`src/rtl/hold_qual_pkg.sv`:
```
package hold_qual_pkg;

  // Pin function encoding: the shared pin acts as pause or as reset.
  typedef enum logic {
    PIN_PAUSE = 1'b0,
    PIN_RESET = 1'b1
  } pin_fn_e;

  // The pause pin is honoured only in pause mode with quad lanes off.
  function automatic logic pause_allowed(input logic fn_sel, input logic qe);
    return (fn_sel == PIN_PAUSE) && !qe;
  endfunction

  // Requested pause state after this sample's pin edges.
  function automatic logic pause_target(input logic fell, input logic rose,
                                        input logic prior);
    if (fell) return 1'b1;
    if (rose) return 1'b0;
    return prior;
  endfunction

  // A pending change may be applied only while the clock reads low.
  function automatic logic pause_apply(input logic clk_lvl, input logic target,
                                       input logic current);
    return clk_lvl ? current : target;
  endfunction

endpackage

```
`src/rtl/hold_edge_det.sv`:
```
module hold_edge_det (
  input  logic clk,
  input  logic rst_n,
  input  logic sclk,
  input  logic hold_n,
  output logic hold_fall,
  output logic hold_rise,
  output logic sclk_rise
);
  logic holdn_q;
  logic sclk_q;

  // Previous levels are kept so pending changes act on the first low sample.
  always_ff @(posedge clk or negedge rst_n) begin
    if (!rst_n) begin
      holdn_q <= 1'b1;
      sclk_q  <= 1'b0;
    end else begin
      holdn_q <= hold_n;
      sclk_q  <= sclk;
    end
  end

  assign hold_fall = holdn_q & ~hold_n;
  assign hold_rise = ~holdn_q & hold_n;
  assign sclk_rise = sclk & ~sclk_q;

endmodule

```
`src/rtl/hold_ctrl.sv`:
```
module hold_ctrl
  import hold_qual_pkg::*;
(
  input  logic clk,
  input  logic rst_n,
  input  logic cs_n,
  input  logic sclk,
  input  logic hold_n,
  input  logic hold_fall,
  input  logic hold_rise,
  input  logic enabled,
  output logic hold_active,
  output logic rst_req,
  output logic lockout
);
  logic want_q;
  logic target_c;
  logic blocked_c;
  logic release_evt;

  assign blocked_c   = cs_n | ~enabled | lockout;
  assign target_c    = pause_target(hold_fall, hold_rise, want_q);
  assign release_evt = hold_active & cs_n;

  always_ff @(posedge clk or negedge rst_n) begin
    if (!rst_n) begin
      want_q      <= 1'b0;
      hold_active <= 1'b0;
    end else if (blocked_c) begin
      want_q      <= 1'b0;
      hold_active <= 1'b0;
    end else begin
      want_q      <= target_c;
      hold_active <= pause_apply(sclk, target_c, hold_active);
    end
  end

  always_ff @(posedge clk or negedge rst_n) begin
    if (!rst_n) begin
      rst_req <= 1'b0;
      lockout <= 1'b0;
    end else begin
      rst_req <= release_evt;
      if (release_evt)
        lockout <= 1'b1;
      else if (cs_n && hold_n)
        lockout <= 1'b0;
    end
  end


  cs_hi_no_hold_chk: assert property (@(posedge clk) disable iff (!rst_n)
    cs_n |=> !hold_active);

  release_req_chk: assert property (@(posedge clk) disable iff (!rst_n)
    (hold_active && cs_n) |=> (rst_req && !hold_active));

  entry_low_clk_chk: assert property (@(posedge clk) disable iff (!rst_n)
    $rose(hold_active) |-> $past(!sclk));

  exit_low_clk_chk: assert property (@(posedge clk) disable iff (!rst_n)
    $fell(hold_active) |-> ($past(!sclk) || $past(cs_n) || $past(!enabled)));

  disabled_no_hold_chk: assert property (@(posedge clk) disable iff (!rst_n)
    !enabled |=> !hold_active);

endmodule

```
`src/rtl/hold_shift.sv`:
```
module hold_shift #(
  parameter int WORD_W    = 8,
  parameter bit MSB_FIRST = 1'b1,
  localparam int CNT_W    = $clog2(WORD_W)
) (
  input  logic              clk,
  input  logic              rst_n,
  input  logic              selected,
  input  logic              frozen,
  input  logic              sclk_rise,
  input  logic              si,
  output logic [CNT_W-1:0]  bit_cnt,
  output logic              word_valid,
  output logic [WORD_W-1:0] word_data
);
  localparam logic [CNT_W-1:0] LAST_BIT = CNT_W'(WORD_W - 1);

  logic [WORD_W-1:0] sreg;
  logic [WORD_W-1:0] shifted;
  logic              take_bit;

  generate
    if (MSB_FIRST) begin : g_msb
      assign shifted = {sreg[WORD_W-2:0], si};
    end else begin : g_lsb
      assign shifted = {si, sreg[WORD_W-1:1]};
    end
  endgenerate

  assign take_bit = selected & ~frozen & sclk_rise;

  always_ff @(posedge clk or negedge rst_n) begin
    if (!rst_n) begin
      sreg       <= '0;
      bit_cnt    <= '0;
      word_valid <= 1'b0;
      word_data  <= '0;
    end else begin
      word_valid <= 1'b0;
      if (!selected) begin
        sreg    <= '0;
        bit_cnt <= '0;
      end else if (take_bit) begin
        sreg <= shifted;
        if (bit_cnt == LAST_BIT) begin
          bit_cnt    <= '0;
          word_valid <= 1'b1;
          word_data  <= shifted;
        end else begin
          bit_cnt <= bit_cnt + 1'b1;
        end
      end
    end
  end


  frozen_count_chk: assert property (@(posedge clk) disable iff (!rst_n)
    (frozen && selected) |=> $stable(bit_cnt));

  word_boundary_chk: assert property (@(posedge clk) disable iff (!rst_n)
    word_valid |-> ($past(bit_cnt) == LAST_BIT));

endmodule

```
`src/rtl/hold_qualifier.sv`:
```
module hold_qualifier
  import hold_qual_pkg::*;
#(
  parameter int WORD_W    = 8,
  parameter bit MSB_FIRST = 1'b1,
  localparam int CNT_W    = $clog2(WORD_W)
) (
  input  logic              clk,
  input  logic              rst_n,
  input  logic              cs_n,
  input  logic              sclk,
  input  logic              si,
  input  logic              hold_n,
  input  logic              pin_fn_sel,
  input  logic              quad_en,
  input  logic              so_in,
  input  logic              so_oe_in,
  input  logic              busy_in,
  output logic              hold_active,
  output logic              sclk_m,
  output logic              si_m,
  output logic              so_out,
  output logic              so_oe,
  output logic              rst_req,
  output logic [CNT_W-1:0]  bit_cnt,
  output logic              word_valid,
  output logic [WORD_W-1:0] word_data,
  output logic              busy_out
);
  // Named internal events.
  logic hold_fall_w;
  logic hold_rise_w;
  logic sclk_rise_w;
  logic enabled_w;
  logic lockout_w;
  logic selected_w;

  assign enabled_w  = pause_allowed(pin_fn_sel, quad_en);
  assign selected_w = ~cs_n & ~lockout_w;

  hold_edge_det i_edge (
    .clk       (clk),
    .rst_n     (rst_n),
    .sclk      (sclk),
    .hold_n    (hold_n),
    .hold_fall (hold_fall_w),
    .hold_rise (hold_rise_w),
    .sclk_rise (sclk_rise_w)
  );

  hold_ctrl i_ctrl (
    .clk         (clk),
    .rst_n       (rst_n),
    .cs_n        (cs_n),
    .sclk        (sclk),
    .hold_n      (hold_n),
    .hold_fall   (hold_fall_w),
    .hold_rise   (hold_rise_w),
    .enabled     (enabled_w),
    .hold_active (hold_active),
    .rst_req     (rst_req),
    .lockout     (lockout_w)
  );

  hold_shift #(
    .WORD_W    (WORD_W),
    .MSB_FIRST (MSB_FIRST)
  ) i_shift (
    .clk        (clk),
    .rst_n      (rst_n),
    .selected   (selected_w),
    .frozen     (hold_active),
    .sclk_rise  (sclk_rise_w),
    .si         (si),
    .bit_cnt    (bit_cnt),
    .word_valid (word_valid),
    .word_data  (word_data)
  );

  // Pad and shift-path masking while paused.
  assign sclk_m   = sclk & ~hold_active;
  assign si_m     = si & ~hold_active;
  assign so_out   = so_in;
  assign so_oe    = so_oe_in & ~hold_active;
  assign busy_out = busy_in;


  lockout_ignores_chk: assert property (@(posedge clk) disable iff (!rst_n)
    (lockout_w && !(cs_n && hold_n)) |=> (bit_cnt == '0));

  paused_float_chk: assert property (@(posedge clk) disable iff (!rst_n)
    hold_active |-> !so_oe);

endmodule

```
`config.mk`:
```
export PLATFORM = sky130hd
export DESIGN_NAME = hold_qualifier
export DESIGN_NICKNAME = d
export VERILOG_FILES = /design/src/rtl/hold_qual_pkg.sv /design/src/rtl/hold_edge_det.sv /design/src/rtl/hold_ctrl.sv /design/src/rtl/hold_shift.sv /design/src/rtl/hold_qualifier.sv
export SDC_FILE = /design/constraint.sdc
export NUM_CORES = 1
export LEC_CHECK = 0
export BUFFER_PORTS_ARGS = -buffer_cell sky130_fd_sc_hd__buf_4
export CORE_MARGIN = 1.5
export CORE_UTILIZATION = 45
export CTS_CLUSTER_DIAMETER = 200
export DETAILED_ROUTE_END_ITERATION = 8
export GPL_ROUTABILITY_DRIVEN = 0
export PLACE_DENSITY = 0.77
export SYNTH_ARGS = -nofsm -noshare
export SYNTH_HDL_FRONTEND = slang
export SYNTH_SLANG_ARGS = --single-unit
```
`constraint.sdc`:
```
create_clock -name clk -period 3.4 [get_ports clk]
set_input_delay 0.34 -clock clk [delete_from_list [all_inputs] [get_ports clk]]
set_output_delay 0.34 -clock clk [all_outputs]
set_load 0.05 [all_outputs]
```
Yosys cells after proc, flatten, opt, wreduce, memory -nomap -nowiden. Cells that the tools add are included.

Memories kept: 0. Latch bits: 0. Bits of input ports: 11. Bits in writable memories: 0. ROM bits: 0. Output and inout bits: 19. Logic and storage cells: 59. Register bits: 25.

Equality and inequality tests: 3. Bitwise logic cells: 20. Reductions and logical operators: 5. Add/sub/neg operators: 1. $mul: 0. Muxes and demuxes: 20. Divide/modulo/power cells: 0. Shifts and indexed selects: 0. $lt $le $gt $ge: 0.

Operator list (count): 2-to-1 mux 1 bit (15); 2-to-1 mux 7 bit (2); AND 1 bit (10); 2-to-1 mux 3 bit (3); inverter 1 bit (8); adder 3 x 1 -> 3 bit (second input constant) (1); == test 3 bit (second input constant) (1); AND reduction 3 bit (1); logical AND 1 bit (2); != test 2 x 1 -> 1 bit (second input constant) (1); != test 2 bit (second input constant) (1); bitwise OR 1 bit (2); nonzero test 2 bit (1); logical NOT 1 bit (1).

Logic depth before layout (Yosys ltp). Gate-level depths: netlist (run 1).

Depth after elaboration: 8. Gate-level depth with buffers: 6. Gate-level depth less buffers: 6.

By module. Synthesis (run 1) repeated with hierarchy kept, for this count alone.

Cell total of the unflattened synthesis: 92. Area, all modules: 1111.1 um^2.

Modules (own cells, without submodules): hold_shift (cells each 66, instances 1, area each 827.0 um^2, seq. area each 475.5 um^2); hold_ctrl (cells each 14, instances 1, area each 170.2 um^2, seq. area each 100.1 um^2); hold_edge_det (cells each 5, instances 1, area each 72.6 um^2, seq. area each 51.3 um^2); hold_qualifier (cells each 7, instances 1, area each 41.3 um^2, seq. area each 0.0 um^2).

Least setup slack after synthesis (run 1). OpenSTA, ideal clock, no wires.

Path kind: register -> register. From: reg i_ctrl.hold_active. To: reg i_shift.bit_cnt[0]. Cell stages (with the launch flop): 4. Arrival time: 2.015 ns. Buffers on the path: 0. Data required time: 3.279 ns. Setup time: 0.121 ns. Period minus slack after synthesis: 2.136 ns. Path slack: 1.264 ns. Cells stage by stage: dfrtp_1 -> nor2b_1 -> a21boi_2 -> a22o_1.

Longest elaborated chain between the ends: 4.

Ends and longest elaborated chain: start, declared (line hold_ctrl.sv:12) `output logic hold_active,`; start signal, assigned (line hold_ctrl.sv:34) `hold_active <= pause_apply(sclk, target_c, hold_active);`; inverter 1 bit (line hold_shift.sv:30) `assign take_bit = selected & ~frozen & sclk_rise;`; AND 1 bit (2 in a row) (line hold_shift.sv:30); != test 2 bit (no line); end signal, assigned (line hold_shift.sv:50) `bit_cnt <= bit_cnt + 1'b1;`; end, declared (line hold_shift.sv:12) `output logic [CNT_W-1:0] bit_cnt,`.

No other way between the ends. A chain may end at the register's enable or synchronous reset.

Worst setup path after layout (run 1).
From: reg i_ctrl.hold_active. To: out sclk_m.

Longest elaborated chain between the ends: 2.

Ends and longest elaborated chain: inverter 1 bit (line hold_qualifier.sv:81) `assign sclk_m = sclk & ~hold_active;`; AND 1 bit (line hold_qualifier.sv:81); end, declared (line hold_qualifier.sv:20) `output logic sclk_m,`.

No other way between the ends.

==> results by group, run 1 <==
Yosys
  • Synth Warn #: 0
  • Share of the synthesized area in the top cell type: 59.7%
  • Number of flops mapped to enable cells by yosys: 0
  • Main synth FF type: dfrtp_1
  • XOR/XNOR Fraction of Synth Area: 0%
  • Average size of a mapped cell: 14.0 um2
  • Most frequent cells after synthesis: 24 x dfrtp_1, 10 x a22o_1, 8 x mux2_2
  • Synth Instances: 72
  • Synth area leader: dfrtp_1
  • Main combinational cell family by area after synthesis: compound AO/OA/AOI/OAI gates
  • Most common cell in the netlist: dfrtp_1
  • Synth Area in Simple Gates: 9.58%
  • Seq/Total Area, Yosys: 62.3%
  • Top post-synthesis cells by area: dfrtp_1 60%, mux2_2 9.0%, a22o_1 8.7%
  • Fraction of the mapped netlist area in adder cells: 2.49%
  • FFs w/ async S/R, synth: 100%
  • FF+latch count, synth: 25
  • Net Count, Synth: 85
  • Post-synthesis instance area: 1010 um2
  • Count of cell types in the netlist: 19
  • Post-synthesis mux area share: 8.96%
  • Compound-gate portion of the synthesized area: 13.3%

Timing
  • Slew headroom: 69.8%
  • Final Max Tran Viols: 0
  • Max Freq: 0.595 GHz
  • Setup-failing EPs final: 0
  • Final hold vios: 0
  • Slew @ Worst Pin: 0.451 ns
  • RSZ-0062 raised after global routing: no
  • Fin Setup TNS: 0 ns
  • Setup WS post-layout: 1.72 ns
  • Period minus WS final: 1.68 ns
  • Clock skew: 0.00246 ns
  • Fin crit share: 49.5%

Placed design
  • Worst Setup Slack post-DPL: 1.82 ns
  • Buffers on Ports: 25
  • Hpwl dp: 1.21 mm

Floorplan
  • Initial Util: 49.3%
  • Die ar.: 2530 um2
  • Ports: 30
  • Total core area: 2040 um2
  • Die height: 50.3 um
  • Cell Rows: 16
  • Die W: 50.3 um

Final layout
  • Post-layout util: 60.8%
  • Final nets: 113
  • Area Growth Syn to Fin: 23.5%
  • Area occupied by registers: 627 um2
  • Filler instances: 178
  • Diode count: 0
  • Area of the multi-input gates: 345 um2
  • Share of post-route cells with drive strength above 1: 41.4%

Drt
  • Detailed-route DRC error count: 0
  • DRT iter0 DRCs: 4
  • Via-to-Cell Ratio: 5.22
  • Post-DR wirelength/cell: 13.0 um
  • DR vias: 658
  • Drt total wl: 1.64 mm
  • Final ANT Viol Nets: 0
  • Initial DRT Pass Iterations: 2

CTS
  • Max clock buf depth: 2
  • Clock Latency Late Sink: 0.31 ns
  • Clock-pin slew of the registers on the worst-case setup and hold paths: 0.12 ns
  • Sink Count: 25
  • H-tree depth: 1
  • PostCTS Resize Cnt: 0
  • Root buffer cell: clkbuf_4
  • Hold-fix buffers, CTS: 1
  • Total CTS buffers: 3
  • Post-CTS setup buffers: 0
  • CTS tree: yes

Setup path
  • Startpoint class of the critical path: register
  • CP Data Required Time: 3.06 ns
  • CP max FO: 6
  • Crit. End Element: primary output
  • Setup CP Type: register to primary output
  • Worst EP arrival: 1.34 ns

Status
  • Outcome: complete, no violations

Job
  • Max Cap Viol: 0

GRT
  • Tot GR Track Use: 14.5%
  • Vias in the first global route: 642
  • Gr ovfl total: 0
  • Largest net degree at the start of global routing: 26
  • First-pass GRT wire length: 2.72 mm
  • Initial antenna violation count: 0

Power and ir drop
  • Total leakage power: 0.682 nW
  • Power density of the placed cells: 393 nW/um2
  • Worst IR Drop VDD: 0.280 mV

Worst hold path
  • Hold Crit Class: primary input to register
through the flow:
stage	cell area, um2	power [W]	hold slack [ns]	instances
after floorplan	1010	0.000348	0.0444	72
after global placement	1200	0.000364	0.255	121
after detailed placement	1200	0.000366	0.254	121
after CTS	1240	0.000495	0.127	126
after global routing	1240	0.000506	0.121	126
final	1240	0.000488	0.135	126
cells in the final DEF (no fill, tap or decap), drive strengths merged, types with 3 or more instances in the layout:
cell / netlist / final
a22o: 10 / 10
buf: 3 / 25
clkbuf: 0 / 3
dfrtp: 24 / 24
inv: 3 / 3
mux2: 8 / 8
nand2: 4 / 4
nor2: 3 / 3
nor2b: 3 / 3
cell type report:
type	instances	area share, %
Sequential cell	25	50.5
Multi-Input combinational cell	41	27.8
Timing Repair Buffer	26	15.9
Tap cell	27	2.72
Clock buffer	3	1.81
Inverter	3	0.906
Clock inverter	1	0.403
layer usage:
layer  vias up  part of all wire, %  global-route usage (%)
met5         -                    0                       0
met2        21                   51                    26.1
met3         2                  6.8                    5.36
met1       327                   41                    15.5
met4         0                 0.49                    4.63
li1        308                    -                       -
logic make-up after synthesis:
logic type                 Yosys count
muxes                                8
DFF                                 25
adders and majority gates            2
buffers and inverters                6
and+or+nand+nor                     14
AOI/OAI and AO/OA                   17
final timing paths:
kind	to	depth (start not counted)	start	slack [ns]
max	sclk_m	2	i_ctrl.hold_active	1.72
min	i_edge.holdn_q	1	hold_n	0.14
max reg2reg	i_shift.word_data[3]	6	i_shift.bit_cnt[0]	1.82
min reg2reg	i_shift.sreg[6]	1	i_shift.sreg[6]	0.52
max in group asynchronous	i_edge.holdn_q	2	rst_n	2.67
min in group asynchronous	i_shift.word_data[4]	2	rst_n	0.44
state kept, by name, indices dropped and copies added (netlist names):
name                count
i_shift.bit_cnt         3
i_ctrl.hold_active      1
i_ctrl.want_q           1
i_shift.word_data       8
i_ctrl.lockout          1
i_edge.holdn_q          1
i_ctrl.rst_req          1
i_edge.sclk_q           1
i_shift.word_valid      1
i_shift.sreg            7
critical path: stages, from the launching register on:
cell and delay, ns:
dfrtp_1 0.49, nor2b_1 0.28, buf_4 0.26
power breakdown:
part / switching (W) / internal [W] / total (W) / leakage [nW]
combinational: 0.0000338 / 0.0000197 / 0.0000534 / 0.323
sequential: 0.00000437 / 0.000302 / 0.000307 / 0.342
clock: 0.0000835 / 0.0000440 / 0.000127 / 0.0177
Note: power is estimated with default switching activity, not from simulation.
==> run 2: changes to the inputs <==
--- a/config.mk
+++ b/config.mk
@@ -7,11 +7,11 @@
 export LEC_CHECK = 0
 export BUFFER_PORTS_ARGS = -buffer_cell sky130_fd_sc_hd__buf_4
 export CORE_MARGIN = 1.5
-export CORE_UTILIZATION = 45
+export CORE_UTILIZATION = 44
 export CTS_CLUSTER_DIAMETER = 200
 export DETAILED_ROUTE_END_ITERATION = 8
 export GPL_ROUTABILITY_DRIVEN = 0
-export PLACE_DENSITY = 0.77
+export PLACE_DENSITY = 0.79
 export SYNTH_ARGS = -nofsm -noshare
 export SYNTH_HDL_FRONTEND = slang
 export SYNTH_SLANG_ARGS = --single-unit
==> constraint.sdc (replaced) <==
create_clock -name clk -period 1.5 [get_ports clk]
set_input_delay 0.15 -clock clk [delete_from_list [all_inputs] [get_ports clk]]
set_output_delay 0.15 -clock clk [all_outputs]
set_load 0.05 [all_outputs]
==> run 2 against run 1 <==
Utilization is 1.4 points higher. Cell count is 7.1% higher. Sequential share of layout area is 4.1 points lower. Hold slack worse by 0.065 ns. Routed wire length is 11% higher. Non-clock buffer count is 8 higher. Total power is 130% higher. Die area is 2.1% higher. Sequential power is 130% higher. Flip-flop and latch count stayed put. Via count is 4.1% higher. Critical path type is now register to register. Largest power group unchanged.
==> results by group, run 2 (synthesis results as in run 1) <==
Drt
  • Final ANT Viol Nets: 0 (unchanged)
  • Detailed-route DRC error count: 0 (unchanged)
  • Drt total wl: 1.82 mm (was 1.64 mm)
  • Post-DR wirelength/cell: 13.5 um (was 13.0 um)
  • Initial DRT Pass Iterations: 4 (was 2)
  • DRT iter0 DRCs: 5 (was 4)
  • DR vias: 685 (was 658)
  • Via-to-Cell Ratio: 5.07 (was 5.22)

GRT
  • First-pass GRT wire length: 3.15 mm (was 2.72 mm)
  • Gr ovfl total: 0 (unchanged)
  • Largest net degree at the start of global routing: 26 (unchanged)
  • Initial antenna violation count: 0 (unchanged)
  • Vias in the first global route: 727 (was 642)
  • Met3 GRT Util: 4.09% (was 5.36%)
  • Tot GR Track Use: 16.8% (was 14.5%)
  • Met1 Usage GRT: 21.0% (was 15.5%)
  • Met2 GRT Util: 26.8% (was 26.1%)
  • GR peak layer: met2 (unchanged)

Setup path
  • CP max FO: 8 (was 6)
  • Reg-to-Reg End: i_shift.word_data[0] (was i_shift.word_data[3])
  • Worst Reg2Reg Path Length in Cells: 5 (was 6)
  • Reg-to-reg slack, setup: 0.04 ns (was 1.82 ns)
  • Reg2Reg Launch Point: i_shift.bit_cnt[0] (unchanged)
  • Setup CP Type: register to register (was register to primary output)
  • Startpoint class of the critical path: register (unchanged)
  • Crit. End Element: register (was primary output)
  • Worst EP arrival: 1.68 ns (was 1.34 ns)
  • CP Data Required Time: 1.72 ns (was 3.06 ns)
  • First element of the critical path: i_shift.bit_cnt[0] (was i_ctrl.hold_active)

Final layout
  • Largest register FFs: 8 (unchanged)
  • Share of post-route cells with drive strength above 1: 52.3% (was 41.4%)
  • Biggest regs: i_shift.word_data x8, i_shift.sreg x7, i_shift.bit_cnt x3 (unchanged)
  • Diode count: 0 (unchanged)
  • Area Growth Syn to Fin: 35.6% (was 23.5%)
  • Leading cell type in the layout, fill and taps excluded: buf_4 (unchanged)
  • Final nets: 121 (was 113)
  • Largest Register: i_shift.word_data (unchanged)
  • Most frequent cells in the layout: 31 x buf_4, 20 x dfrtp_1, 10 x a22o_1 (was 25 x buf_4, 24 x dfrtp_1, 10 x a22o_1)
  • Post-layout util: 62.3% (was 60.8%)

Floorplan
  • Ports: 30 (unchanged)
  • Die W: 50.8 um (was 50.3 um)
  • Cell Rows: 17 (was 16)
  • Die height: 50.8 um (was 50.3 um)
  • Total core area: 2190 um2 (was 2040 um2)
  • Initial Util: 45.9% (was 49.3%)
  • Die ar.: 2580 um2 (was 2530 um2)

Placed design
  • Hpwl dp: 1.35 mm (was 1.21 mm)
  • Buffers on Ports: 25 (unchanged)

Power and ir drop
  • Tot Pwr: 0.00114 W (was 0.000488 W)
  • Total leakage power: 0.714 nW (was 0.682 nW)
  • Power density of the placed cells: 837 nW/um2 (was 393 nW/um2)
  • Worst IR Drop VDD: 0.529 mV (was 0.280 mV)

CTS
  • H-tree depth: 1 (unchanged)
  • Clock-pin slew of the registers on the worst-case setup and hold paths: 0.14 ns (was 0.12 ns)
  • Sink Count: 25 (unchanged)
  • Total CTS buffers: 3 (unchanged)
  • Clock Latency Late Sink: 0.32 ns (was 0.31 ns)
  • Max clock buf depth: 2 (unchanged)
  • Root buffer cell: clkbuf_4 (unchanged)
  • CTS tree: yes (unchanged)

Timing
  • Max Freq: 0.686 GHz
  • Final Max Tran Viols: 0 (unchanged)
  • Setup-failing EPs final: 0 (unchanged)
  • Clock skew: 0.00478 ns (was 0.00246 ns)
  • Slew headroom: 80.0% (was 69.8%)
  • RSZ-0062 raised after global routing: yes (was no)
  • Final hold slack: 0.0703 ns (was 0.135 ns)
  • Period minus WS final: 1.46 ns
  • Fin Setup TNS: 0 ns (unchanged)
  • Final hold vios: 0 (unchanged)
  • Fin crit share: 97.1%
  • Slew @ Worst Pin: 0.301 ns (was 0.451 ns)

Worst hold path
  • Hold Crit Class: primary input to register (unchanged)
  • Hold path depth: 2 (was 1)
  • WHS Endpoint: i_shift.sreg[0] (was i_edge.holdn_q)
  • Min-delay src: si (was hold_n)

Status
  • Outcome: complete, no violations (unchanged)

Job
  • Max Cap Viol: 0 (unchanged)
==> run 2: final cells by class <==
| type | instances | area [um2] |
|---|---|---|
| clock buffer | 3 | 22.5 |
| clock inverter | 1 | 7.51 |
| fill | 170 | 827 |
| inverter | 3 | 11.3 |
| multi-input combinational | 41 | 393 |
| sequential | 25 | 632 |
| tap | 28 | 35.0 |
| timing repair buffer | 34 | 263 |
==> run 2: layer usage <==
metal / share of wire [%] / vias to the layer above
met5: 0 / -
met2: 51 / 18
met4: 2.1 / 0
li1: - / 324
met1: 43 / 339
met3: 3.2 / 4
==> run 2: how the worst max path moves through the flow <==
stage	cells past startpoint	slack, ns	endpoint
after floorplan	6	-0.03	i_shift.word_data[3]
after global placement	5	0.07	i_shift.word_data[5]
after detailed placement	5	0.04	i_shift.word_data[7]
after CTS	5	0.02	i_shift.word_data[7]
after global routing	5	-0.002	i_shift.word_data[5]
final	5	0.04	i_shift.word_data[0]
==> run 2: repair_timing <==
action / CTS / global route
gates resized for setup: 0 / 1
buffers inserted: 0 / 2
hold buffers: 3 / 0
setup endpoints to repair: 0 / 7
hold endpoints to repair: 27 / 0
==> run 2: power by group <==
| group | internal, W | switching [W] | total (W) |
|---|---|---|---|
| Sequential | 0.000686 | 0.0000110 | 0.000697 |
| Combinational | 0.0000595 | 0.0000807 | 0.000140 |
| Clock | 0.000102 | 0.000202 | 0.000304 |
==> run 2: metrics by stage <==
stage	setup WS, ns	cell area, um2	instances
6_report	0.0432	1360	135
5_1_grt	-0.00226	1360	135
4_1_cts	0.0224	1350	133
3_5_place_dp	0.0395	1280	126
3_3_place_gp	0.0730	1280	126
2_1_floorplan	-0.0328	1050	72
==> run 2: critical path: stages (launching register included) <==
cell and delay (ns):
dfrtp_2 0.46, ha_4 0.17, ha_4 0.15, nor2b_4 0.12, nand2_4 0.12, mux2_2 0.34
==> run 3: changes to the inputs <==
--- a/config.mk
+++ b/config.mk
@@ -5,9 +5,10 @@
 export SDC_FILE = /design/constraint.sdc
 export NUM_CORES = 1
 export LEC_CHECK = 0
+export ABC_AREA = 1
 export BUFFER_PORTS_ARGS = -buffer_cell sky130_fd_sc_hd__buf_4
 export CORE_MARGIN = 1.5
-export CORE_UTILIZATION = 44
+export CORE_UTILIZATION = 45
 export CTS_CLUSTER_DIAMETER = 200
 export DETAILED_ROUTE_END_ITERATION = 8
 export GPL_ROUTABILITY_DRIVEN = 0
==> run 3 against run 2 <==
Global-route usage grew 1.2 points. Die area grew 7.5%. Worst setup slack gained 0.034 ns. Critical endpoint is now i_shift.bit_cnt[0].
==> results by group, run 3 <==
Status
  • Outcome: complete, no violations (unchanged)

GRT
  • Largest net degree at the start of global routing: 26 (unchanged)
  • Tot GR Track Use: 17.9% (was 16.8%)
  • Gr ovfl total: 0 (unchanged)
  • Initial antenna violation count: 0 (unchanged)
  • First-pass GRT wire length: 3.71 mm (was 3.15 mm)
  • Vias in the first global route: 910 (was 727)

Floorplan
  • Initial Util: 48.8% (was 45.9%)
  • Die ar.: 2780 um2 (was 2580 um2)
  • Die W: 52.7 um (was 50.8 um)
  • Die height: 52.7 um (was 50.8 um)
  • Total core area: 2280 um2 (was 2190 um2)
  • Ports: 30 (unchanged)
  • Cell Rows: 17 (unchanged)

Drt
  • DR vias: 870 (was 685)
  • Drt total wl: 2.10 mm (was 1.82 mm)
  • Post-DR wirelength/cell: 12.2 um (was 13.5 um)
  • DRT iter0 DRCs: 17 (was 5)
  • Via-to-Cell Ratio: 5.06 (was 5.07)
  • Initial DRT Pass Iterations: 4 (unchanged)
  • Detailed-route DRC error count: 0 (unchanged)
  • Final ANT Viol Nets: 0 (unchanged)

Final layout
  • Filler instances: 216 (was 170)
  • Area Growth Syn to Fin: 23.5% (was 35.6%)
  • Largest Register: i_shift.word_data (unchanged)
  • Biggest regs: i_shift.word_data x8, i_shift.sreg x7, i_shift.bit_cnt x3 (unchanged)
  • Most frequent cells in the layout: 31 x nand2_1, 27 x buf_4, 22 x dfrtp_1 (was 31 x buf_4, 20 x dfrtp_1, 10 x a22o_1)
  • Diode count: 0 (unchanged)
  • Share of post-route cells with drive strength above 1: 29.9% (was 52.3%)
  • Layout Cells excl Fill: 172 (was 135)
  • Leading cell type in the layout, fill and taps excluded: nand2_1 (was buf_4)
  • Final nets: 158 (was 121)
  • Largest register FFs: 8 (unchanged)

Placed design
  • # placed instances: 165 (was 126)
  • Buffers on Ports: 25 (unchanged)
  • Hpwl dp: 1.56 mm (was 1.35 mm)

Timing
  • Final hold vios: 0 (unchanged)
  • Setup-failing EPs final: 0 (unchanged)
  • Period minus WS final: 1.42 ns (was 1.46 ns)
  • Final Max Tran Viols: 0 (unchanged)
  • Fin Setup TNS: 0 ns (unchanged)
  • Max Freq: 0.703 GHz (was 0.686 GHz)
  • Slew headroom: 68.9% (was 80.0%)
  • Slew @ Worst Pin: 0.466 ns (was 0.301 ns)
  • Clock skew: 0.00176 ns (was 0.00478 ns)
  • RSZ-0062 raised after global routing: no (was yes)
  • Final hold slack: 0.0745 ns (was 0.0703 ns)
  • Fin crit share: 94.9% (was 97.1%)

Yosys
  • FFs w/ async S/R, synth: 100% (unchanged)
  • Most frequent cells after synthesis: 31 x nand2_1, 24 x dfrtp_1, 19 x nand3_1, 9 x nand4_1, 8 x inv_1 (was 24 x dfrtp_1, 10 x a22o_1, 8 x mux2_2)
  • Synth Warn #: 0 (unchanged)
  • Net Count, Synth: 129 (was 85)
  • Seq/Total Area, Yosys: 56.4% (was 62.3%)
  • Share of the synthesized area in the top cell type: 54.1% (was 59.7%)
  • Synth area leader: dfrtp_1 (unchanged)
  • Top post-synthesis cells by area: dfrtp_1 54%, nand2_1 10%, nand3_1 8.6% (was dfrtp_1 60%, mux2_2 9.0%, a22o_1 8.7%)
  • Number of flops mapped to enable cells by yosys: 0 (unchanged)
  • Post-synthesis instance area: 1110 um2 (was 1010 um2)
  • Main synth FF type: dfrtp_1 (unchanged)
  • Most common cell in the netlist: nand2_1 (was dfrtp_1)
  • Average size of a mapped cell: 9.58 um2 (was 14.0 um2)
  • FF+latch count, synth: 25 (unchanged)
  • Count of cell types in the netlist: 19 (unchanged)
  • Synth Instances: 116 (was 72)

Power and ir drop
  • Total leakage power: 0.774 nW (was 0.714 nW)
  • Net Sw Power: 0.000300 W (was 0.000294 W)
  • Switching share of power: 26.2% (was 25.7%)
  • Combinational fraction of design power: 13.6% (was 12.3%)
  • Tot Pwr: 0.00114 W (about the same)
  • Power density of the placed cells: 834 nW/um2 (was 837 nW/um2)
  • Clock share of power: 25.6% (was 26.6%)
  • Internal Dissipation: 0.000844 W (was 0.000848 W)
  • Part of the power in registers: 60.8% (was 61.1%)
  • Worst IR Drop VDD: 0.548 mV (was 0.529 mV)

CTS
  • Max clock buf depth: 2 (unchanged)
  • Clock-pin slew of the registers on the worst-case setup and hold paths: 0.13 ns (was 0.14 ns)
  • Clock Latency Late Sink: 0.30 ns (was 0.32 ns)
  • Sink Count: 25 (unchanged)
  • H-tree depth: 1 (unchanged)
  • CTS tree: yes (unchanged)
  • Root buffer cell: clkbuf_4 (unchanged)
  • Total CTS buffers: 3 (unchanged)

Setup path
  • Crit. End Element: register (unchanged)
  • Crit path largest cell delay: 0.45 ns (was 0.46 ns)
  • Reg2Reg Launch Point: i_shift.bit_cnt[0] (unchanged)
  • Worst EP arrival: 1.66 ns (was 1.68 ns)
  • Setup CP Type: register to register (unchanged)
  • Reg-to-reg slack, setup: 0.08 ns (was 0.04 ns)
  • Startpoint class of the critical path: register (unchanged)
  • Worst Reg2Reg Path Length in Cells: 4 (was 5)
  • CP Data Required Time: 1.74 ns (was 1.72 ns)
  • Reg-to-Reg End: i_shift.bit_cnt[0] (was i_shift.word_data[0])
  • CP max-delay cell: dfrtp_2 (unchanged)
  • Cells along the critical path: ha_2 > ha_1 > or2_2 > o21ai_1 (was ha_4 > ha_4 > nor2b_4 > nand2_4 > mux2_2)
  • CP max FO: 5 (was 8)

Worst hold path
  • Hold path depth: 3 (was 2)
  • WHS Endpoint: i_ctrl.rst_req (was i_shift.sreg[0])
  • Min-delay src: cs_n (was si)
  • Hold Crit Class: primary input to register (unchanged)

Job
  • Max Cap Viol: 0 (unchanged)
==> run 3: repair_timing <==
action | in CTS | in global routing
hold buffers | 3 | 0
endpoints found under the hold margin | 26 | 0
buffers inserted | 0 | 0
resized for setup | 0 | 0
==> run 3: metal layers <==
layer | routed length (um) | up-vias | GRT usage [%]
met5 | 0 | - | 0
met4 | 0 | 0 | 2.56
met3 | 83 | 0 | 2.57
met2 | 1180 | 26 | 36.9
met1 | 841 | 409 | 19.1
li1 | - | 435 | -
==> run 3: layout make-up <==
type / count / area (um2) / share of cell area, %
multi-input cells: 75 / 395 / 28.8
inverters: 9 / 33.8 / 2.46
well taps: 28 / 35.0 / 2.55
clock buffers: 4 / 26.3 / 1.91
repair buffers: 31 / 253 / 18.4
flip-flops and latches: 25 / 629 / 45.9
==> run 3: power by group through the flow <==
stage          Sequential [W]  Clock (W)  Combinational (W)
2_1_floorplan        0.000721          0          0.0000923
3_3_place_gp         0.000707          0           0.000148
3_5_place_dp         0.000709          0           0.000152
4_1_cts              0.000696   0.000307           0.000159
5_1_grt              0.000698   0.000331           0.000171
6_report             0.000696   0.000292           0.000156
==> run 3: kinds of logic (layout without fill, tap and decap cells) <==
group,after synthesis,after routing,share of synthesized area (%)
AND/OR/NAND/NOR,69,69,31.3
flip-flops,25,25,56.4
buffers and inverters,16,44,8.22
AO/OA/AOI/OAI,4,4,1.80
adder cells (fa/ha/maj),2,2,2.25
==> run 3: worst max-delay path by stage <==
stage	from	to	cells past startpoint
after floorplan	i_ctrl.hold_active	si_m	1
after global placement	i_shift.bit_cnt[0]	i_shift.bit_cnt[0]	4
after detailed placement	i_shift.bit_cnt[0]	i_shift.bit_cnt[0]	4
after CTS	i_shift.bit_cnt[0]	i_shift.bit_cnt[0]	4
after global routing	i_shift.bit_cnt[0]	i_shift.bit_cnt[0]	4
final	i_shift.bit_cnt[0]	i_shift.bit_cnt[0]	4
==> run 3: critical path: cells and delay by family, from the launching register on <==
family          cells  cell delay [ns]
compound gates      1             0.13
fa+ha+maj           2             0.45
flops               1             0.45
simple gates        1             0.33
==> run 3: per-stage QoR <==
step	worst slack, ns	instance area (um2)	util, %
final	0.0768	1370	60.3
after global routing	0.0420	1370	60.3
after CTS	0.0658	1370	60.3
after detailed placement	0.0970	1320	57.8
after global placement	0.166	1320	57.8
after floorplan	-0.0163	1120	-
